## config.mk

```make
export PLATFORM = sky130hd
export DESIGN_NAME = reclk_rate_ctrl
export DESIGN_NICKNAME = d
export VERILOG_FILES = /design/src/rtl/reclk_rate_pkg.sv /design/src/rtl/reclk_cfg_reg.sv /design/src/rtl/reclk_rate_sel.sv /design/src/rtl/reclk_sd_ind.sv /design/src/rtl/reclk_rate_ctrl.sv
export SDC_FILE = /design/constraint.sdc
export NUM_CORES = 1
export LEC_CHECK = 0
export BUFFER_PORTS_ARGS = -buffer_cell sky130_fd_sc_hd__buf_2
export CAP_MARGIN = 25
export CORE_MARGIN = 10
export CORE_UTILIZATION = 45
export DETAILED_ROUTE_END_ITERATION = 7
export GPL_ROUTABILITY_DRIVEN = 0
export PLACE_DENSITY = 0.73
export SLEW_MARGIN = 0
export SYNTH_ARGS = -nofsm -noshare
export SYNTH_HDL_FRONTEND = slang
export SYNTH_HIERARCHICAL = 1
export SYNTH_SLANG_ARGS = --single-unit
```

## constraint.sdc

```tcl
create_clock -name clk -period 3.8 [get_ports clk]
set_clock_uncertainty 0.05 [all_clocks]
set_input_delay 0.38 -clock clk [delete_from_list [all_inputs] [get_ports clk]]
set_output_delay 0.38 -clock clk [all_outputs]
set_load 0.005 [all_outputs]
```

## src/rtl/reclk_rate_pkg.sv

```systemverilog
package reclk_rate_pkg;

  localparam int RATE_W = 2;
  localparam int CFG_W  = RATE_W + 2;

  typedef enum logic [RATE_W-1:0] {
    RATE_NONE = 2'd0,
    RATE_SD   = 2'd1,
    RATE_HD   = 2'd2,
    RATE_3G   = 2'd3
  } rate_e;

  typedef struct packed {
    logic  ind_mode;
    logic  ab_en;
    rate_e sel;
  } cfg_t;

  localparam cfg_t CFG_RST = '{ind_mode: 1'b0, ab_en: 1'b1, sel: RATE_NONE};

  // Nominal line rate in Mbps for each code, used for harmonic matching.
  function automatic int unsigned rate_mbps(rate_e r);
    case (r)
      RATE_SD: rate_mbps = 270;
      RATE_HD: rate_mbps = 1485;
      RATE_3G: rate_mbps = 2970;
      default: rate_mbps = 0;
    endcase
  endfunction

endpackage

```

## src/rtl/reclk_cfg_reg.sv

```systemverilog
module reclk_cfg_reg
  import reclk_rate_pkg::*;
(
  input  logic             clk,
  input  logic             rst,
  input  logic             wr_en,
  input  logic [CFG_W-1:0] wdata,
  output cfg_t             cfg
);

  always_ff @(posedge clk) begin
    if (rst)        cfg <= CFG_RST;
    else if (wr_en) cfg <= cfg_t'(wdata);
  end

endmodule

```

## src/rtl/reclk_rate_sel.sv

```systemverilog
module reclk_rate_sel
  import reclk_rate_pkg::*;
#(
  parameter int HARMONIC = 2
) (
  input  cfg_t  cfg,
  input  rate_e det_rate,
  input  logic  det_valid,
  input  logic  lock,
  output rate_e nxt_rate,
  output logic  nxt_bypass,
  output logic  nxt_locked
);

  logic resolved;
  logic manual;
  logic match;

  assign resolved = det_valid && (det_rate != RATE_NONE);
  assign manual   = (cfg.sel != RATE_NONE);
  assign match    = (det_rate == cfg.sel) ||
                    (rate_mbps(det_rate) == HARMONIC * rate_mbps(cfg.sel));

  always_comb begin
    nxt_rate   = RATE_NONE;
    nxt_bypass = 1'b0;
    nxt_locked = 1'b0;
    if (manual) begin
      nxt_rate   = cfg.sel;
      nxt_locked = lock && resolved && match;
    end else if (resolved) begin
      nxt_rate   = det_rate;
      nxt_locked = lock;
    end else begin
      nxt_bypass = cfg.ab_en;
    end
  end

endmodule

```

## src/rtl/reclk_sd_ind.sv

```systemverilog
module reclk_sd_ind
  import reclk_rate_pkg::*;
(
  input  logic  mode,
  input  logic  lock,
  input  logic  qual_locked,
  input  logic  bypass,
  input  rate_e det_rate,
  input  rate_e act_rate,
  output logic  ind
);

  always_comb begin
    if (!mode) ind = qual_locked && (det_rate == RATE_SD);
    else       ind = lock && !bypass && (act_rate == RATE_SD);
  end

endmodule

```

## src/rtl/reclk_rate_ctrl.sv

```systemverilog
module reclk_rate_ctrl
  import reclk_rate_pkg::*;
(
  input  logic              clk,
  input  logic              rst,
  input  logic              cfg_wr_en,
  input  logic [CFG_W-1:0]  cfg_wdata,
  output logic [CFG_W-1:0]  cfg_rdata,
  input  logic [RATE_W-1:0] det_rate_i,
  input  logic              det_valid_i,
  input  logic              lock_i,
  output logic [RATE_W-1:0] cdr_rate_o,
  output logic              bypass_o,
  output logic              rate_locked_o,
  output logic              sd_ind_o
);

  cfg_t  cfg;
  rate_e det_rate;
  rate_e nxt_rate;
  logic  nxt_bypass;
  logic  nxt_locked;
  logic  nxt_ind;

  assign det_rate  = rate_e'(det_rate_i);
  assign cfg_rdata = CFG_W'(cfg);

  reclk_cfg_reg u_cfg (
    .clk   (clk),
    .rst   (rst),
    .wr_en (cfg_wr_en),
    .wdata (cfg_wdata),
    .cfg   (cfg)
  );

  reclk_rate_sel #(.HARMONIC(2)) u_sel (
    .cfg        (cfg),
    .det_rate   (det_rate),
    .det_valid  (det_valid_i),
    .lock       (lock_i),
    .nxt_rate   (nxt_rate),
    .nxt_bypass (nxt_bypass),
    .nxt_locked (nxt_locked)
  );

  reclk_sd_ind u_ind (
    .mode        (cfg.ind_mode),
    .lock        (lock_i),
    .qual_locked (nxt_locked),
    .bypass      (nxt_bypass),
    .det_rate    (det_rate),
    .act_rate    (nxt_rate),
    .ind         (nxt_ind)
  );

  always_ff @(posedge clk) begin
    if (rst) begin
      cdr_rate_o    <= '0;
      bypass_o      <= 1'b0;
      rate_locked_o <= 1'b0;
      sd_ind_o      <= 1'b0;
    end else begin
      cdr_rate_o    <= nxt_rate;
      bypass_o      <= nxt_bypass;
      rate_locked_o <= nxt_locked;
      sd_ind_o      <= nxt_ind;
    end
  end

endmodule

```

==> results of run 1 <==
[power by group]
group	switching (mW)	leakage [nW]	internal, mW
registers	0.00350	0.0740	0.0995
clock network	0.0322	0.0150	0.0404
logic	0.0229	0.287	0.0241
total	0.0586	0.376	0.164
[cell type report]
| type | instances | share of cell area [%] |
|---|---|---|
| inverters | 5 | 2.58 |
| repair buffers | 19 | 13.1 |
| well taps | 15 | 2.58 |
| clock buffers | 4 | 3.61 |
| multi-input cells | 45 | 53.4 |
| flip-flops and latches | 9 | 24.8 |
[path summary, 6_finish.rpt]
check                                 start  cells after the start                   endpoint
hold / removal                 cfg_wdata[2]                      2  u_cfg/cfg[2]$_SDFFE_PP1P_
hold reg to reg   u_cfg/cfg[3]$_SDFFE_PP0P_                      2  u_cfg/cfg[3]$_SDFFE_PP0P_
setup reg to reg  u_cfg/cfg[0]$_SDFFE_PP0P_                      9        sd_ind_o$_SDFF_PP0_
setup / recovery  u_cfg/cfg[0]$_SDFFE_PP0P_                      9        sd_ind_o$_SDFF_PP0_
[flip-flops by register name, summed over array words and instances (netlist names)]
name	cells
bypass_o	1
cdr_rate_o	2
sd_ind_o	1
rate_locked_o	1
u_cfg/cfg	4
[Yosys cell counts, drive strengths merged]
| cell | number |
|---|---|
| a211o | 1 |
| a211oi | 2 |
| a21o | 1 |
| a21oi | 1 |
| and3 | 2 |
| and4bb | 2 |
| clkbuf | 1 |
| dfxtp | 9 |
| ha | 10 |
| inv | 5 |
| mux2i | 3 |
| nand2 | 2 |
| nand2b | 2 |
| nand4b | 1 |
| nor2 | 4 |
| nor2b | 7 |
| nor4b | 2 |
| o21ai | 1 |
| o22ai | 2 |
| xnor2 | 2 |
[kinds of logic after synthesis]
logic type	synth area share, %
AND/OR/NAND/NOR	25.6
flip-flops	30.4
AO/OA/AOI/OAI	10.8
adder cells (fa/ha/maj)	21.1
buffers and inverters	4.02
multiplexers	5.07
XOR/XNOR	2.96
[critical path: cells and delay by family (launching register included)]
kind	cells	cell delay, ps
fa+ha+maj	1	320
compound gates	3	380
buf+inv	1	130
simple gates	4	770
flops	1	430
[layer usage]
| layer | vias up | track usage (%) | wire [um] | share of wire, % |
|---|---|---|---|---|
| met2 | 18 | 11.4 | 534 | 46 |
| met5 | - | 0 | 0 | 0 |
| met3 | 6 | 4.94 | 94 | 8.1 |
| li1 | 250 | - | - | - |
| met1 | 205 | 8.25 | 492 | 43 |
| met4 | 0 | 5.15 | 34 | 2.9 |
==> flow_summary.yaml, run 1 <==
worst_setup_path:
  critPathKind: "reg -> reg"
  cpMaxStageDelayCell: "dfxtp_1"
  cp.arrival_ps: 2290
  start_kind: "flip-flop"
  cp_data_required_time_ps: 3950
  crit_chain: "inv_1 -> ha_1 -> nor4b_1 -> and3_1 -> o21ai_1 -> a211oi_2 -> and4bb_1 -> a21o_1 -> nor2b_1"
  regToRegSetupSlack_ps: 1660
  cp_max_fo: 6
  max_stage_delay_ps: 430
  cp-end-kind: "flip-flop"
placed_design:
  pre_cts_slack_ps: 1660
  dp_hpwl_um: 928
  portBuffers: 19
  postPlaceCellArea_um2: 701
  dp.cells: 93
cts:
  cts_tree: "done"
  cts-buffers-inserted: 3
  cts_root_buffer: "clkbuf_4"
  ctsHoldBuffers: 0
  clkTransAtPathRegs_ps: 60
  cts.sink_count: 9
  postCtsResizedCells: 0
  post_cts_buffers: 0
  htree_levels: 1
  clock_latency_ps: 260
  clockBufferDepth: 2
layout:
  final_cells: 97
  seq_area_um2: 180
  multi_input_area_um2: 388
  layout.cells.most_common: "buf_2"
  n_fill_cell: 111
  fin_util_pct: 57.3
  area.growth.synth_to_final_pct: 22.8
  antenna_cells: 0
  final_nets: 104
  design_area_um2: 727
  drive_gt1_share_pct: 31.7
  final_cell_mix: "buf_2 (19), ha_1 (10), dfxtp_1 (9)"
sta:
  hold_violations: 0
  setup_viol_count_final: 0
  rsz0062_at_grt: "false"
  slew_violations: 0
  min_period_over_period_pct: 56.2
  layout_setup_ws_ps: 1660
  timing.hold.ws_ps: 276
  slew-limit-headroom_pct: 85.1
  final.setup.tns_ps: 0
  clock.fmax_ghz: 0.468
  worst_pin_slew_ps: 220
  fin_crit_ps: 2140
detailed_routing:
  drc: 0
  routedWlPerCell_um: 11.9
  vias_per_cell: 4.94
  first_iter_violations: 20
  vias: 479
  antenna_left: 0
  wirelength_um: 1160
  dr.pass1.iters: 4
pwr:
  power_density_nw_per_um2: 306
  total_power_mw: 0.223
  power.leakage_nw: 0.376
  peakVddDrop_uv: 238
global_routing:
  grt.total_usage_pct: 7.87
  antenna_found_initial: 0
  grt_pass1_wl_um: 2010
  grt_max_degree: 10
  grt_overflow_total: 0
  grt_pass1_vias: 458
yosys:
  synth_top_cell_area_share_pct: 30.4
  yosysTopAreaCell: "dfxtp_1"
  seq_area_frac_synth_pct: 30.4
  synth.cell_area_um2: 592
  yosys_warnings: 6
  syn-num-nets: 81
  post_synth_main_area_contributors: "dfxtp_1 (30%), ha_1 (21%), nor2b_1 (6.3%)"
  synth_cells: 60
  avgSynthCellArea_um2: 9.86
  yosys.cell_types.count: 22
  synth_seq_cells: 9
die:
  initial_core_util_pct: 46.6
  die_w_um: 56.3
  die_area_um2: 3170
  io_pins: 20
  core-area_um2: 1270
  fp-row-count: 13
  die_h_um: 56.3
outcome:
  outcome: "complete, no violations"
hold_path:
  hp-class: "in -> reg"
job:
  maxCapViolations: 0
Note: power is estimated with default switching activity, not from simulation.
==> inputs of run 2 (changes only) <==
==> constraint.sdc (replaced) <==
create_clock -name clk -period 2.1 [get_ports clk]
set_clock_uncertainty 0.05 [all_clocks]
set_input_delay 0.21 -clock clk [delete_from_list [all_inputs] [get_ports clk]]
set_output_delay 0.21 -clock clk [all_outputs]
set_load 0.005 [all_outputs]
==> run 2 against run 1 <==
Worst hold slack worse by 150 ps. Worst setup slack lost 1500 ps. Final cell count rose by 2.1%. Wire length rose by 14%. Non-clock buffer count increased by 2. Largest cell class unchanged.
==> flow_summary.yaml, run 2 (synthesized netlist as in run 1, its figures left out) <==
sta:
  fin_crit_ps: 1940
  worst_pin_slew_ps: 209
  min_period_over_period_pct: 92.3
  slew_violations: 0
  hold_violations: 0
  clock.fmax_ghz: 0.516
  setup_viol_count_final: 0
  final.setup.tns_ps: 0
  rsz0062_at_grt: "false"
  slew-limit-headroom_pct: 86.0
layout:
  seq_area_um2: 180
  layout.cells.most_common: "buf_2"
  final_cell_mix: "buf_2 (19), dfxtp_1 (9), ha_1 (9)"
  n_fill_cell: 111
  regMostFlops: "u_cfg/cfg"
  drive_gt1_share_pct: 35.7
  antenna_cells: 0
  design_area_um2: 761
  area.growth.synth_to_final_pct: 28.5
  final_nets: 106
  multi_input_area_um2: 407
  largest_register_ffs: 4
  largestRegisters: "u_cfg/cfg x4, cdr_rate_o x2"
pwr:
  total_power_mw: 0.415
  peakVddDrop_uv: 365
  comb_power_share_pct: 24.0
  internal-power_mw: 0.304
  power.leakage_nw: 0.390
  power_density_nw_per_um2: 545
  p_seq_share_pct: 44.3
  p_switching_mw: 0.111
  p_clk_share_pct: 31.7
  sw_frac_of_total_pct: 26.7
detailed_routing:
  wl_met1_um: 565
  antenna_left: 0
  drc: 0
  wl_met3_um: 62
  vias_per_cell: 4.83
  wirelength_um: 1320
  dr_wl_met2_um: 673
  first_iter_violations: 10
  dr.pass1.iters: 3
  routedWlPerCell_um: 13.3
  top_layer_used: "met4"
  vias: 478
global_routing:
  antenna_found_initial: 0
  grt_pass1_wl_um: 2250
  grt_max_degree: 10
  grt_pass1_vias: 554
  grt.total_usage_pct: 8.64
  grt_overflow_total: 0
job:
  maxCapViolations: 0
die:
  die_area_um2: 3170
  io_pins: 20
  die_h_um: 56.3
  initial_core_util_pct: 46.6
  die_w_um: 56.3
  core-area_um2: 1270
  fp-row-count: 13
worst_setup_path:
  cp-end-kind: "flip-flop"
  cp_data_required_time_ps: 2240
  regToRegSetupSlack_ps: 160
  cp.arrival_ps: 2080
  critPathKind: "reg -> reg"
  cp_max_fo: 4
  critPathCapture: "sd_ind_o$_SDFF_PP0_"
  r2r-start: "u_cfg/cfg[1]$_SDFFE_PP0P_"
  worstReg2RegEnd: "sd_ind_o$_SDFF_PP0_"
  ff2ff_path_depth: 9
  crit_start: "u_cfg/cfg[1]$_SDFFE_PP0P_"
  start_kind: "flip-flop"
cts:
  clockBufferDepth: 2
  cts.sink_count: 9
  cts_root_buffer: "clkbuf_4"
  cts_tree: "done"
  cts-buffers-inserted: 3
  clock_latency_ps: 260
  htree_levels: 1
  clkTransAtPathRegs_ps: 60
placed_design:
  portBuffers: 19
  dp_hpwl_um: 1050
  postPlaceCellArea_um2: 716
hold_path:
  hp-class: "in -> reg"
outcome:
  outcome: "complete, no violations"
## run 2: changes by cell type in the layout (fill, tap and decap cells not counted), sizes merged
cell	delta
buf	+2
## run 2: worst min-delay path by stage
stage                            start                        end  slack [ps]  cells after the start
after floorplan                    rst        bypass_o$_SDFF_PP0_         230                      1
after global placement    cfg_wdata[2]  u_cfg/cfg[2]$_SDFFE_PP1P_         370                      2
after detailed placement  cfg_wdata[2]  u_cfg/cfg[2]$_SDFFE_PP1P_         370                      2
after CTS                 cfg_wdata[2]  u_cfg/cfg[2]$_SDFFE_PP1P_         110                      2
after global routing      cfg_wdata[2]  u_cfg/cfg[2]$_SDFFE_PP1P_         130                      2
final                     cfg_wdata[2]  u_cfg/cfg[2]$_SDFFE_PP1P_         120                      2
## run 2: repair_timing
item                       CTS  global route
resized for setup            0             2
setup endpoints to repair    0             1
setup buffers                0             0
hold buffers                 0             0
## run 2: stage by stage
stage / std cells / hold WS [ps] / utilization (%) / worst slack, ps
3_5_place_dp: 95 / 372 / 56.4 / 102
5_1_grt: 99 / 131 / 60.0 / 18.8
6_report: 99 / 121 / 60.0 / 162
2_1_floorplan: 60 / 232 / - / 107
4_1_cts: 99 / 113 / 58.5 / 60.2
3_3_place_gp: 95 / 367 / 56.4 / 171
## run 2: cell type report
class / instances / area share (%)
Inverter: 5 / 2.47
Timing Repair Buffer: 21 / 14.5
Multi-Input combinational cell: 45 / 53.5
Clock buffer: 4 / 3.45
Tap cell: 15 / 2.47
Sequential cell: 9 / 23.7
## run 2: critical path: stages (launching register included)
cell      delay, ps
dfxtp_1         310
inv_1           170
ha_4            240
nor4b_2         230
and3_1          180
o21ai_1          70
a211oi_2        230
and4bb_1        210
a21o_1           80
nor2b_1         120
## run 2: routing by layer
layer,vias to the layer above,global-route usage (%)
li1,254,-
met1,210,8.38
met2,12,15.4
met3,2,4.27
met4,0,3.09
met5,-,0
## run 2: power by group through the flow
stage	Combinational, mW	Sequential (mW)	Clock, mW
2_1_floorplan	0.0524	0.191	0
3_3_place_gp	0.0903	0.187	0
3_5_place_dp	0.0929	0.187	0
4_1_cts	0.0941	0.184	0.138
5_1_grt	0.111	0.185	0.148
6_report	0.0993	0.184	0.132
==> inputs of run 3 (changes only) <==
--- a/config.mk
+++ b/config.mk
@@ -12,6 +12,7 @@
 export DETAILED_ROUTE_END_ITERATION = 7
 export GPL_ROUTABILITY_DRIVEN = 0
 export PLACE_DENSITY = 0.73
+export RECOVER_POWER = 100
 export SLEW_MARGIN = 0
 export SYNTH_ARGS = -nofsm -noshare
 export SYNTH_HDL_FRONTEND = slang
==> constraint.sdc (replaced) <==
create_clock -name clk -period 2.1 [get_ports clk]
set_clock_uncertainty 0.05 [all_clocks]
set_input_delay 0.21 -clock clk [delete_from_list [all_inputs] [get_ports clk]]
set_output_delay 0.21 -clock clk [all_outputs]
set_load 0.02 [all_outputs]
==> run 3 against run 2 <==
Maximum frequency down 3.5%. Design area up 1.5%. Wire length down 2.7%. Worst hold slack worse by 12 ps. Register-to-register slack worse by 70 ps. Global-route usage down 0.89 points. Final cell count unchanged. Die area unchanged. First-iteration DRC count down 90%. Sequential share of layout area up 0.30 points. Critical endpoint unchanged. Largest power group unchanged.
==> flow_summary.yaml, run 3 (synthesized netlist as in run 1, its figures left out) <==
outcome:
  outcome: "complete, no violations"
detailed_routing:
  first_iter_violations: 1
  wl_met3_um: 58
  dr_wl_met2_um: 696
  antenna_left: 0
  drc: 0
  top_layer_used: "met3"
  routedWlPerCell_um: 12.9
  vias_per_cell: 4.90
  vias: 485
  wl_met1_um: 523
  dr.pass1.iters: 2
  wirelength_um: 1280
die:
  die_h_um: 56.3
  fp-row-count: 13
  core-area_um2: 1270
  io_pins: 20
  initial_core_util_pct: 46.6
  die_area_um2: 3170
  die_w_um: 56.3
cts:
  ctsHoldBuffers: 0
  cts-buffers-inserted: 3
  cts_tree: "done"
  cts_root_buffer: "clkbuf_4"
  htree_levels: 1
  clockBufferDepth: 2
  clkTransAtPathRegs_ps: 60
  cts.sink_count: 9
  clock_latency_ps: 250
worst_setup_path:
  worstReg2RegEnd: "sd_ind_o$_SDFF_PP0_"
  path_buf_inv: 1
  cp_data_required_time_ps: 2240
  cp.arrival_ps: 2150
  max_stage_delay_ps: 390
  crit_chain: "clkinvlp_4 -> ha_4 -> nor4b_2 -> and3_1 -> o21ai_1 -> a211oi_2 -> and4bb_1 -> a21o_1 -> nor2b_1"
  cp-end-kind: "flip-flop"
  r2r-start: "u_cfg/cfg[0]$_SDFFE_PP0P_"
  regToRegSetupSlack_ps: 90
  critPathKind: "reg -> reg"
  cpMaxStageDelayCell: "dfxtp_4"
  start_kind: "flip-flop"
  cp_max_fo: 6
  ff2ff_path_depth: 9
  critPathTopFamily: "simple AND/OR/NAND/NOR gates"
hold_path:
  hp-class: "in -> reg"
  hold_end: "u_cfg/cfg[2]$_SDFFE_PP1P_"
  hold_start: "cfg_wdata[2]"
  min_path_cells: 2
layout:
  final_nets: 106
  seq_area_um2: 185
  largestRegisters: "u_cfg/cfg x4, cdr_rate_o x2"
  largest_register_ffs: 4
  layout.cells.most_common: "buf_2"
  area.growth.synth_to_final_pct: 30.4
  n_fill_cell: 107
  final_cells: 99
  drive_gt1_share_pct: 40.5
  final_cell_mix: "buf_2 (19), ha_1 (8), dfxtp_1 (7)"
  antenna_cells: 0
  regMostFlops: "u_cfg/cfg"
  multi_input_area_um2: 409
placed_design:
  portBuffers: 19
  dp.cells: 94
  dp_hpwl_um: 1000
pwr:
  power_density_nw_per_um2: 548
  power.leakage_nw: 0.387
  peakVddDrop_uv: 377
  total_power_mw: 0.423
sta:
  timing.hold.ws_ps: 109
  fin_crit_ps: 2010
  clock.fmax_ghz: 0.498
  worst_pin_slew_ps: 195
  hold_violations: 0
  setup_viol_count_final: 0
  min_period_over_period_pct: 95.6
  slew_violations: 0
  slew-limit-headroom_pct: 86.9
global_routing:
  grt.total_usage_pct: 7.75
  grt_pass1_wl_um: 2030
  antenna_found_initial: 0
  grt_pass1_vias: 521
  grt_max_degree: 10
  grt_overflow_total: 0
job:
  maxCapViolations: 0
==> run 3: final cells by class <==
| cell class | instances | area share, % |
|---|---|---|
| well taps | 15 | 2.43 |
| repair buffers | 21 | 14.3 |
| clock buffers | 4 | 3.40 |
| multi-input cells | 45 | 53.0 |
| inverters | 5 | 2.92 |
| flip-flops and latches | 9 | 24.0 |
==> run 3: where the power goes <==
group          total, mW  internal (mW)  switching (mW)
Combinational      0.109         0.0516          0.0571
Clock              0.128         0.0729          0.0556
Sequential         0.186          0.180         0.00574
==> run 3: how the worst max path moves through the flow <==
stage / from / to / cells after the start
after floorplan: u_cfg/cfg[0]$_SDFFE_PP0P_ / sd_ind_o$_SDFF_PP0_ / 9
after global placement: u_cfg/cfg[0]$_SDFFE_PP0P_ / sd_ind_o$_SDFF_PP0_ / 9
after detailed placement: u_cfg/cfg[0]$_SDFFE_PP0P_ / sd_ind_o$_SDFF_PP0_ / 9
after CTS: u_cfg/cfg[0]$_SDFFE_PP0P_ / sd_ind_o$_SDFF_PP0_ / 9
after global routing: u_cfg/cfg[0]$_SDFFE_PP0P_ / sd_ind_o$_SDFF_PP0_ / 9
final: u_cfg/cfg[0]$_SDFFE_PP0P_ / sd_ind_o$_SDFF_PP0_ / 9
==> run 3: stage by stage <==
stage	utilization (%)	setup TNS, ps	setup WS, ps	area, um2
2_1_floorplan	-	0	106	594
3_3_place_gp	56.0	0	102	711
3_5_place_dp	56.0	0	25.1	711
4_1_cts	58.6	0	27.5	743
5_1_grt	60.8	-16.1	-16.1	772
6_report	60.8	0	92.4	772
==> run 3: per-layer routing <==
layer,global-route usage (%),up-vias
met2,13.8,10
met5,0,-
met1,7.40,222
li1,-,253
met4,2.06,0
met3,4.49,0
==> run 3: repair_timing <==
item,4_1_cts,5_1_grt
buffers inserted,0,1
gates resized for setup,1,4
gates cloned,0,0
endpoints found under the hold margin,0,0
setup endpoints to repair,1,1
pin swaps,0,1
